$ cat config.mk
export PLATFORM = sky130hd
export DESIGN_NAME = evt_irq_req
export DESIGN_NICKNAME = d
export VERILOG_FILES = /design/src/rtl/irq_evt_pkg.sv /design/src/rtl/irq_edge_track.sv /design/src/rtl/irq_evt_select.sv /design/src/rtl/irq_req_reg.sv /design/src/rtl/evt_irq_req.sv
export SDC_FILE = /design/constraint.sdc
export NUM_CORES = 1
export LEC_CHECK = 0
export BUFFER_PORTS_ARGS = -buffer_cell sky130_fd_sc_hd__buf_2
export CORE_UTILIZATION = 32
export CTS_BUF_LIST = sky130_fd_sc_hd__clkbuf_4 sky130_fd_sc_hd__clkbuf_8
export DETAILED_ROUTE_END_ITERATION = 10
export PLACE_DENSITY = 0.79
export SLEW_MARGIN = 20
export SYNTH_ARGS = -nofsm -noshare
export SYNTH_HDL_FRONTEND = slang
export SYNTH_SLANG_ARGS = --single-unit
export TNS_END_PERCENT = 100
$ cat constraint.sdc
create_clock -name clk -period 1.2 [get_ports clk]
set_clock_uncertainty 0.15 [all_clocks]
set_input_delay 0.36 -clock clk [delete_from_list [all_inputs] [get_ports clk]]
set_output_delay 0.36 -clock clk [all_outputs]
set_load 0.01 [all_outputs]
$ cat src/rtl/irq_evt_pkg.sv
package irq_evt_pkg;
  localparam int unsigned SEL_W = 3;
  localparam int unsigned N_SRC = 4;
  localparam int unsigned SRC_INIT = 0;
  localparam int unsigned SRC_CAL  = 1;
  localparam int unsigned SRC_RDY  = 2;
  localparam int unsigned SRC_THR  = 3;

  typedef enum logic [SEL_W-1:0] {
    EV_INIT     = 3'd0,
    EV_CAL      = 3'd1,
    EV_READY    = 3'd2,
    EV_THR_RISE = 3'd3,
    EV_THR_FALL = 3'd4
  } evt_code_e;
endpackage

$ cat src/rtl/irq_edge_track.sv
module irq_edge_track #(
  parameter int unsigned N = 4
) (
  input  logic         clk,
  input  logic         rst_n,
  input  logic [N-1:0] din,
  output logic [N-1:0] rise,
  output logic [N-1:0] fall
);
  logic [N-1:0] smp_q, prv_q;

  for (genvar i = 0; i < N; i++) begin : g_bit
    logic smp_d, prv_d;

    always_comb begin
      smp_d = din[i];
      prv_d = smp_q[i];
    end

    always_ff @(posedge clk or negedge rst_n) begin
      if (!rst_n) begin
        smp_q[i] <= 1'b0;
        prv_q[i] <= 1'b0;
      end else begin
        smp_q[i] <= smp_d;
        prv_q[i] <= prv_d;
      end
    end

    assign rise[i] = smp_q[i] & ~prv_q[i];
    assign fall[i] = ~smp_q[i] & prv_q[i];
  end
endmodule

$ cat src/rtl/irq_evt_select.sv
module irq_evt_select
  import irq_evt_pkg::*;
(
  input  logic [SEL_W-1:0] sel,
  input  logic [N_SRC-1:0] rise,
  input  logic [N_SRC-1:0] fall,
  input  logic             sel_chg,
  output logic             fire
);
  logic hit;

  always_comb begin
    case (sel)
      EV_INIT:     hit = rise[SRC_INIT];
      EV_CAL:      hit = rise[SRC_CAL];
      EV_READY:    hit = rise[SRC_RDY];
      EV_THR_RISE: hit = rise[SRC_THR];
      EV_THR_FALL: hit = fall[SRC_THR];
      default:     hit = 1'b0;
    endcase
    fire = hit & ~sel_chg;
  end
endmodule

$ cat src/rtl/irq_req_reg.sv
module irq_req_reg
  import irq_evt_pkg::*;
(
  input  logic             clk,
  input  logic             rst_n,
  input  logic             wr_en,
  input  logic [SEL_W-1:0] wr_sel,
  input  logic             wr_flag,
  input  logic             fire,
  output logic [SEL_W-1:0] sel_q,
  output logic             flag_q,
  output logic             sel_chg
);
  logic [SEL_W-1:0] sel_d;
  logic             flag_d;
  logic             sel_en;
  logic             flag_clr;

  always_comb begin
    sel_en   = wr_en;
    sel_chg  = wr_en && (wr_sel != sel_q);
    flag_clr = wr_en && !wr_flag;
    sel_d    = sel_en ? wr_sel : sel_q;
    flag_d   = fire | (flag_q & ~flag_clr);
  end

  always_ff @(posedge clk or negedge rst_n) begin
    if (!rst_n) begin
      sel_q  <= '0;
      flag_q <= 1'b0;
    end else begin
      sel_q  <= sel_d;
      flag_q <= flag_d;
    end
  end
endmodule

$ cat src/rtl/evt_irq_req.sv
module evt_irq_req
  import irq_evt_pkg::*;
#(
  parameter int unsigned REG_W   = 32,
  parameter int unsigned SEL_LSB = 8
) (
  input  logic             clk,
  input  logic             rst_n,
  input  logic             init_done_i,
  input  logic             cal_done_i,
  input  logic             chan_ready_i,
  input  logic             buf_thr_i,
  input  logic             reg_wr_en,
  input  logic [REG_W-1:0] reg_wdata,
  output logic [REG_W-1:0] reg_rdata,
  output logic             irq_o
);
  localparam int unsigned FLAG_POS = SEL_LSB + SEL_W;

  logic [N_SRC-1:0] ev_in, rise, fall;
  logic [SEL_W-1:0] sel_q;
  logic             flag_q, sel_chg, fire;
  logic             unused_wbits;

  always_comb begin
    ev_in           = '0;
    ev_in[SRC_INIT] = init_done_i;
    ev_in[SRC_CAL]  = cal_done_i;
    ev_in[SRC_RDY]  = chan_ready_i;
    ev_in[SRC_THR]  = buf_thr_i;
  end

  irq_edge_track #(.N(N_SRC)) i_edge (
    .clk  (clk),
    .rst_n(rst_n),
    .din  (ev_in),
    .rise (rise),
    .fall (fall)
  );

  irq_evt_select i_sel (
    .sel    (sel_q),
    .rise   (rise),
    .fall   (fall),
    .sel_chg(sel_chg),
    .fire   (fire)
  );

  irq_req_reg i_req (
    .clk    (clk),
    .rst_n  (rst_n),
    .wr_en  (reg_wr_en),
    .wr_sel (reg_wdata[SEL_LSB +: SEL_W]),
    .wr_flag(reg_wdata[FLAG_POS]),
    .fire   (fire),
    .sel_q  (sel_q),
    .flag_q (flag_q),
    .sel_chg(sel_chg)
  );

  assign unused_wbits = ^{reg_wdata[REG_W-1:FLAG_POS+1], reg_wdata[SEL_LSB-1:0]};

  always_comb begin
    reg_rdata                    = '0;
    reg_rdata[SEL_LSB +: SEL_W]  = sel_q;
    reg_rdata[FLAG_POS]          = flag_q;
  end

  assign irq_o = flag_q;
endmodule

After elaboration in Yosys (flattened, before gate mapping). Index checks and enable logic that the tools add are counted.

$add $sub $neg: 0. Multiply operators: 0. Divide/modulo/power cells: 0. Magnitude comparators: 0. Equal/unequal tests: 5. Shift operators: 0. Multiplexer cells: 1. Bitwise operators: 15. Reductions and logical operators: 4.

Operators by type and width (count): $and A1 B1 Y1 (7); $not A1 Y1 (7); $eq A3 B2 Y1 const B (2); $pmux W1 S5 (1); $eq A3 B1 Y1 const B (1); $eq A3 B3 Y1 const B (1); $logic_not A3 Y1 (1); $ne A3 B3 Y1 (1); $logic_and A1 B1 Y1 (2); $logic_not A1 Y1 (1); $or A1 B1 Y1 (1).

Flip-flop bits (word level): 12. Bits in latches: 0. RAM bits: 0. ROM bits: 0. Bits of input ports: 39. Output and inout port bits: 33. Logic and storage cells: 35. Memories kept: 0.

Logic depth before layout (Yosys ltp). Gate-level depths: netlist (run 1).

Depth in word-level cells: 5. Mapped depth: 5. Mapped depth without buffers: 5.

Modules after synthesis. Synthesis (run 1) repeated with hierarchy kept, for this count alone.

Cell total of the unflattened synthesis: 66. Area, all modules: 710.7 um^2.

By module, submodules not included: irq_edge_track (times used 1, cells each 16, area each 250.2 um^2, seq. area each 200.2 um^2); evt_irq_req (times used 1, cells each 30, area each 221.5 um^2, seq. area each 0.0 um^2); irq_req_reg (times used 1, cells each 13, area each 182.7 um^2, seq. area each 100.1 um^2); irq_evt_select (times used 1, cells each 7, area each 56.3 um^2, seq. area each 0.0 um^2).

Worst setup path before layout (run 1). OpenSTA, ideal clock, no wires.

Kind: flip-flop to flip-flop. Start: reg i_req.sel_q[1]. End: reg i_req.flag_q. Setup time: 126 ps. Data arrival time: 1013 ps. Slack: -90 ps. Stages on the path, launching flop included: 6. Buffers on the path: 0. Period minus slack after synthesis: 1290 ps. Path through: dfrtp_1 -> nor3b_1 -> a21oi_1 -> o22ai_2 -> a32oi_1 -> o21ai_1.

Word-level cells in the longest chain between the ends: 5. Elaborated cells on any way between the ends: 11.

RTL lines: start, declared (RTL line irq_req_reg.sv:10) `output logic [SEL_W-1:0] sel_q,`; start signal, assigned (RTL line irq_req_reg.sv:32) `sel_q <= sel_d;`; branches (longest 3 deep; another with $pmux W1 S5); $and A1 B1 Y1 * (RTL line irq_evt_select.sv:21) `fire = hit & ~sel_chg;`; $or A1 B1 Y1 * (RTL line irq_req_reg.sv:24) `flag_d = fire | (flag_q & ~flag_clr);`; via i_req.flag_d (RTL line irq_req_reg.sv:15) `logic flag_d;`; end signal, assigned (RTL line irq_req_reg.sv:33) `flag_q <= flag_d;`; end, declared (RTL line irq_req_reg.sv:11) `output logic flag_q,`.

Mark *: on every way through the listed nets, which the timed path passes. A chain may end at the register's enable or synchronous reset.

Worst setup path in the final report (run 1). Ends and elaborated chain as after synthesis.

==> reports/results.tsv, run 1 <==
stage	metric	value	unit
synth	top-count cell post-synth	buf_4	
placed_design	DP Wirelength	727	um
synth	Post-synth top cells	buf_4, dfrtp_1, mux2_1, xor2_1	
synth	Synth area leaders	dfrtp_1, buf_4, mux2_1	
job	maxcap violations	0	
placed_design	Port Buffers	15	
grt	global route overflow	0	
grt	vias in the first global route	350	
pwr	Leakage	0.410	nW
pwr	worst vdd ir	1.12	mV
route	Routed Antenna Nets	0	
synth	sequential fraction of the synthesis area	44.9	%
timing	FMAX	699	MHz
synth	Post-synth EDFFs	0	
synth	post-synthesis adder-cell area fraction	0	%
status	violated checks	negative setup slack	
clocking	H-tree depth	1	
clocking	total CTS buffers	3	
synth	Synth Instances	62	
grt	pin count of the biggest net entering global routing	13	
grt	gr usage total	9.29	%
synth	Synth cell types	15	
layout	Layout Cells excl Fill	113	
hold_path	worst hold path class	in -> reg	
floorplan	DIE WIDTH	47.7	um
synth	Synth Flop Type	dfrtp_1	
layout	final layout net count	126	
clocking	# clock sinks	12	
route	vias per cell	3.78	
route	via count	427	
worst_setup_path	Setup crit end kind	flop	
layout	layout cells sized above 1	37.2	%
timing	Total Neg Setup Slack	-1.07	ns
floorplan	die area	2270	um2
timing	crit path setup slack, layout	-0.230	ns
synth	#FFs+latches synth	12	
timing	Final Setup Violations	6	
floorplan	I/O pin count	72	
route	DRT iter0 DRCs	1	
synth	largest area contributor in the netlist	dfrtp_1	
grt	first-pass GRT wire length	1460	um
floorplan	Core Rows	16	
route	wire per inst	8.56	um
timing	max-slew violations	0	
synth	Synth Area in Compound Gates	7.68	%
layout	antenna cells	0	
synth	post-synth top area share	44.9	%
route	Routed WL	967	um
synth	Mapped Area	668	um2
timing	RSZ-0062 raised after global routing	true	
placed_design	GP Congestion	0.769	
worst_setup_path	startpoint types	flop	
clocking	maximum clock insertion buffer count	2	
synth	area share of and/or/nand/nor cells after synthesis	4.12	%
worst_setup_path	Req. time, crit path	1.24	ns
worst_setup_path	critical path data arrival time	1.47	ns
floorplan	Initial Utilization	34.1	%
route	TritonRoute pass-1 iters	2	
synth	fraction of registers with async set/reset	100	%
layout	Area Overhead vs Synth	19.3	%
floorplan	Die Y	47.7	um
synth	mean post-synth cell area	10.8	um2
grt	initial antenna violation count	0	
synth	Post-Synth XOR/XNOR Area	3.93	%
clocking	Clk pin slew, worst setup/hold paths	0.07	ns
synth	total number of yosys warnings	0	
worst_setup_path	critical path class	reg -> reg	
route	DR DRC count	0	
timing	Final Hold Vio Count	0	
clocking	Root Buffer	clkbuf_4	
placed_design	Placed Cells	104	
timing	final worst path period share	119	%
synth	main combinational cell family by area after synthesis	buffers and inverters	
synth	multiplexer share of the synthesized area	5.06	%
status	outcome	complete, but fails checks	
clocking	CTS tree	built	
worst_setup_path	CP max FO	4	
timing	Final Critical Period	1.43	ns
floorplan	core box area	1960	um2
pwr	cell area power density	1270	nW/um2
clocking	worst skew pair latency	0.26	ns
-- cell usage in the layout (no fill, tap or decap) --
cell / n
a21oi_1: 2
nor2_1: 1
nand2_1: 1
nor3b_2: 2
o21ai_1: 1
dfrtp_2: 3
dfrtp_1: 9
o22ai_2: 1
buf_2: 12
clkbuf_8: 1
conb_1: 28
buf_4: 4
inv_1: 2
mux2_1: 3
a32oi_1: 2
a31oi_1: 1
buf_6: 5
dlygate4sd3_1: 1
xor2_1: 3
nor3_2: 1
clkbuf_4: 3
-- cell type report --
class / instances / area, um2
inverter: 2 / 7.51
timing repair buffer: 22 / 156
fill: 195 / 1160
tap: 27 / 33.8
clock buffer: 4 / 36.3
sequential: 12 / 304
multi-input combinational: 46 / 259
-- worst paths after layout --
check | cells past startpoint | end | slack, ns | from
setup / recovery | 6 | i_req.flag_q | -0.23 | i_req.sel_q[1]
hold / removal | 1 | i_edge.g_bit[2].prv_d | 0.05 | chan_ready_i
setup reg to reg | 6 | i_req.flag_q | -0.23 | i_req.sel_q[1]
hold reg to reg | 0 | i_edge.prv_q[0] | 0.23 | i_edge.g_bit[0].prv_d
max in group asynchronous | 2 | i_req.sel_q[0] | 0.33 | rst_n
min in group asynchronous | 2 | i_edge.prv_q[0] | 0.35 | rst_n
-- cell families after synthesis --
kind of cell,Yosys count
muxes,3
DFF,12
and+or+nand+nor,5
AOI/OAI and AO/OA,7
xor gates and xnor gates,3
buffers and inverters,31
other,1
-- registers in the layout (all words and copies together) (netlist names) --
signal              count
i_edge.prv_q            4
i_req.flag_q            1
i_req.sel_q             3
i_edge.g_bit.prv_d      4
-- power breakdown --
group | total (W) | internal, W | leakage, nW | switching [W]
Sequential | 0.000464 | 0.000438 | 0.137 | 0.0000266
Combinational | 0.000239 | 0.000114 | 0.252 | 0.000125
Clock | 0.000309 | 0.000184 | 0.0210 | 0.000125
-- critical path: stages, from the launching register on --
cell and delay, ns:
dfrtp_2 0.42, buf_4 0.16, nor3b_2 0.16, a21oi_1 0.10, o22ai_2 0.17, a32oi_1 0.12, o21ai_1 0.08
-- stage by stage --
stage	area (um2)	setup slack [ns]	utilization (%)	hold WS, ns	power, W
global placement	684	-0.0795	34.9	0.0900	0.000645
global route	797	-0.254	40.6	0.0315	0.00108
floorplan	778	-0.0346	-	-0.0856	0.000652
CTS	779	-0.219	39.7	0.0468	0.000996
finish	797	-0.230	40.6	0.0480	0.00101
detailed placement	684	-0.123	34.9	0.0941	0.000651
-- timing repair --
action | CTS | global route
setup endpoints to repair | 6 | 6
buffers inserted | 3 | 1
gates cloned | 0 | 0
hold endpoints to repair | 12 | 0
hold buffers | 1 | 0
resized for setup | 5 | 2
-- layer usage --
layer	up-vias	track usage, %	part of all wire (%)
li1	192	-	-
met1	200	10.3	38
met3	0	2.26	8.2
met2	35	17.0	54
met5	-	0	0
met4	0	3.33	0
No activity file was read; power rests on OpenSTA's default activity.
==> inputs of run 2 (changes only) <==
--- a/config.mk
+++ b/config.mk
@@ -6,10 +6,13 @@
 export NUM_CORES = 1
 export LEC_CHECK = 0
 export BUFFER_PORTS_ARGS = -buffer_cell sky130_fd_sc_hd__buf_2
-export CORE_UTILIZATION = 32
+export CELL_PAD_IN_SITES_DETAIL_PLACEMENT = 0
+export CELL_PAD_IN_SITES_GLOBAL_PLACEMENT = 1
+export CORE_UTILIZATION = 21
 export CTS_BUF_LIST = sky130_fd_sc_hd__clkbuf_4 sky130_fd_sc_hd__clkbuf_8
 export DETAILED_ROUTE_END_ITERATION = 10
-export PLACE_DENSITY = 0.79
+export PLACE_DENSITY = 0.78
+export SKIP_CTS_REPAIR_TIMING = 1
 export SLEW_MARGIN = 20
 export SYNTH_ARGS = -nofsm -noshare
 export SYNTH_HDL_FRONTEND = slang
==> run 2 against run 1 <==
- the run still ends with negative setup slack left
- cell count up 18%
- setup slack worse by 0.024 ns
- via count decreased by 1.2%
- critical path type is now reg -> out
==> reports/results.tsv, run 2 (synthesized netlist as in run 1, its figures left out) <==
stage	metric	value	unit	change
worst_setup_path	Setup crit end kind	output port		
placed_design	GP Congestion	0.696		-9.5%
clocking	H-tree depth	1		unchanged
grt	global route overflow	0		unchanged
floorplan	core box area	3030	um2	+54%
pwr	Leakage	0.423	nW	+3.1%
grt	pin count of the biggest net entering global routing	13		unchanged
layout	final core utilization	27.6	%	-13 points
layout	final layout net count	129		+2.4%
route	Routed Antenna Nets	0		unchanged
clocking	CTS tree	built		
clocking	total CTS buffers	3		unchanged
timing	Final Hold Vio Count	0		unchanged
grt	initial antenna violation count	0		unchanged
worst_setup_path	CP max FO	4		unchanged
worst_setup_path	R2R setup slack	-0.19	ns	+0.04 ns
route	wire per inst	7.15	um	-16%
hold_path	worst hold path class	in -> reg		
floorplan	die area	3410	um2	+50%
layout	most common cell after layout, fill and taps aside	conb_1		
placed_design	Port Buffers	15		unchanged
job	maxcap violations	0		unchanged
layout	layout cells sized above 1	39.3	%	+2.1 points
timing	max-slew violations	0		unchanged
clocking	Clk pin slew, worst setup/hold paths	0.07	ns	about the same
timing	RSZ-0062 raised after global routing	true		
pwr	cell area power density	1180	nW/um2	-7.2%
clocking	# clock sinks	12		unchanged
floorplan	I/O pin count	72		unchanged
route	TritonRoute pass-1 iters	3		+1
placed_design	DP Wirelength	740	um	+1.9%
grt	vias in the first global route	361		+3.1%
timing	Final Setup Violations	6		unchanged
route	via count	422		-1.2%
floorplan	DIE WIDTH	58.4	um	+22%
pwr	total power draw	0.000986	W	-2.5%
worst_setup_path	critical path data arrival time	0.94	ns	-0.53 ns
clocking	Root Buffer	clkbuf_4		
worst_setup_path	Req. time, crit path	0.69	ns	-0.55 ns
status	violated checks	negative setup slack		
pwr	worst vdd ir	0.509	mV	-55%
status	outcome	complete, but fails checks		
route	DR DRC count	0		unchanged
timing	Final Critical Period	1.45	ns	+0.0236 ns
route	vias per cell	3.17		-16%
floorplan	Die Y	58.4	um	+22%
route	Routed WL	951	um	-1.7%
clocking	worst skew pair latency	0.27	ns	about the same
route	DRT iter0 DRCs	8		+7
timing	worst hold margin	0.0415	ns	-0.00652 ns
layout	Area Overhead vs Synth	25.3	%	
timing	crit path setup slack, layout	-0.253	ns	-0.0236 ns
clocking	maximum clock insertion buffer count	2		unchanged
layout	antenna cells	0		unchanged
timing	FMAX	688	MHz	-1.6%
floorplan	Core Rows	20		+4
worst_setup_path	critical path class	reg -> out		
grt	gr usage total	5.64	%	-3.7 points
timing	final worst path period share	121	%	+2.0 points
floorplan	Initial Utilization	22.1	%	-12 points
grt	first-pass GRT wire length	1410	um	-3.8%
worst_setup_path	startpoint types	flop		
layout	commonest cells after routing, fill and taps aside	conb_1, buf_2, dfrtp_1		
placed_design	Setup WS pre-CTS	-0.0911	ns	+0.0319 ns
==> run 2: path summary, 6_finish.rpt <==
check / to / start / cells past startpoint
min: i_edge.g_bit[1].prv_d / cal_done_i / 1
max in group asynchronous: i_req.sel_q[2] / rst_n / 2
max reg2reg: i_req.flag_q / i_req.sel_q[2] / 6
min reg2reg: i_edge.prv_q[0] / i_edge.g_bit[0].prv_d / 0
max: reg_rdata[10] / i_req.sel_q[2] / 2
min in group asynchronous: i_edge.g_bit[1].prv_d / rst_n / 2
==> run 2: metal layers <==
layer  global-route usage (%)  vias up  part of all wire [%]
li1                         -      200                     -
met1                     6.06      183                    39
met2                     8.87       37                    48
met3                     1.10        2                    10
met4                     6.12        0                   2.3
met5                        0        -                     0
==> run 2: critical path, stage by stage (launching register included) <==
cell	delay, ns
dfrtp_2	0.44
buf_6	0.13
buf_6	0.11
==> run 2: area by class of cell <==
type | instances | area (um2)
multi-input combinational | 46 | 258
clock buffer | 4 | 30.0
tap | 44 | 55.1
timing repair buffer | 25 | 183
fill | 321 | 2190
sequential | 12 | 304
inverter | 2 | 7.51
==> run 2: power breakdown <==
part | switching, W | internal (W) | leakage (nW) | total [W]
Clock | 0.000125 | 0.000151 | 0.0184 | 0.000276
Combinational | 0.000126 | 0.000123 | 0.267 | 0.000249
Sequential | 0.0000237 | 0.000438 | 0.137 | 0.000461
==> run 2: through the flow <==
step	std cells	cell area [um2]	setup TNS [ns]
2_1_floorplan	89	778	-0.0346
3_3_place_gp	124	728	-0.105
3_5_place_dp	124	728	-0.115
6_report	133	837	-1.15
4_1_cts	128	758	-1.40
5_1_grt	133	837	-1.40
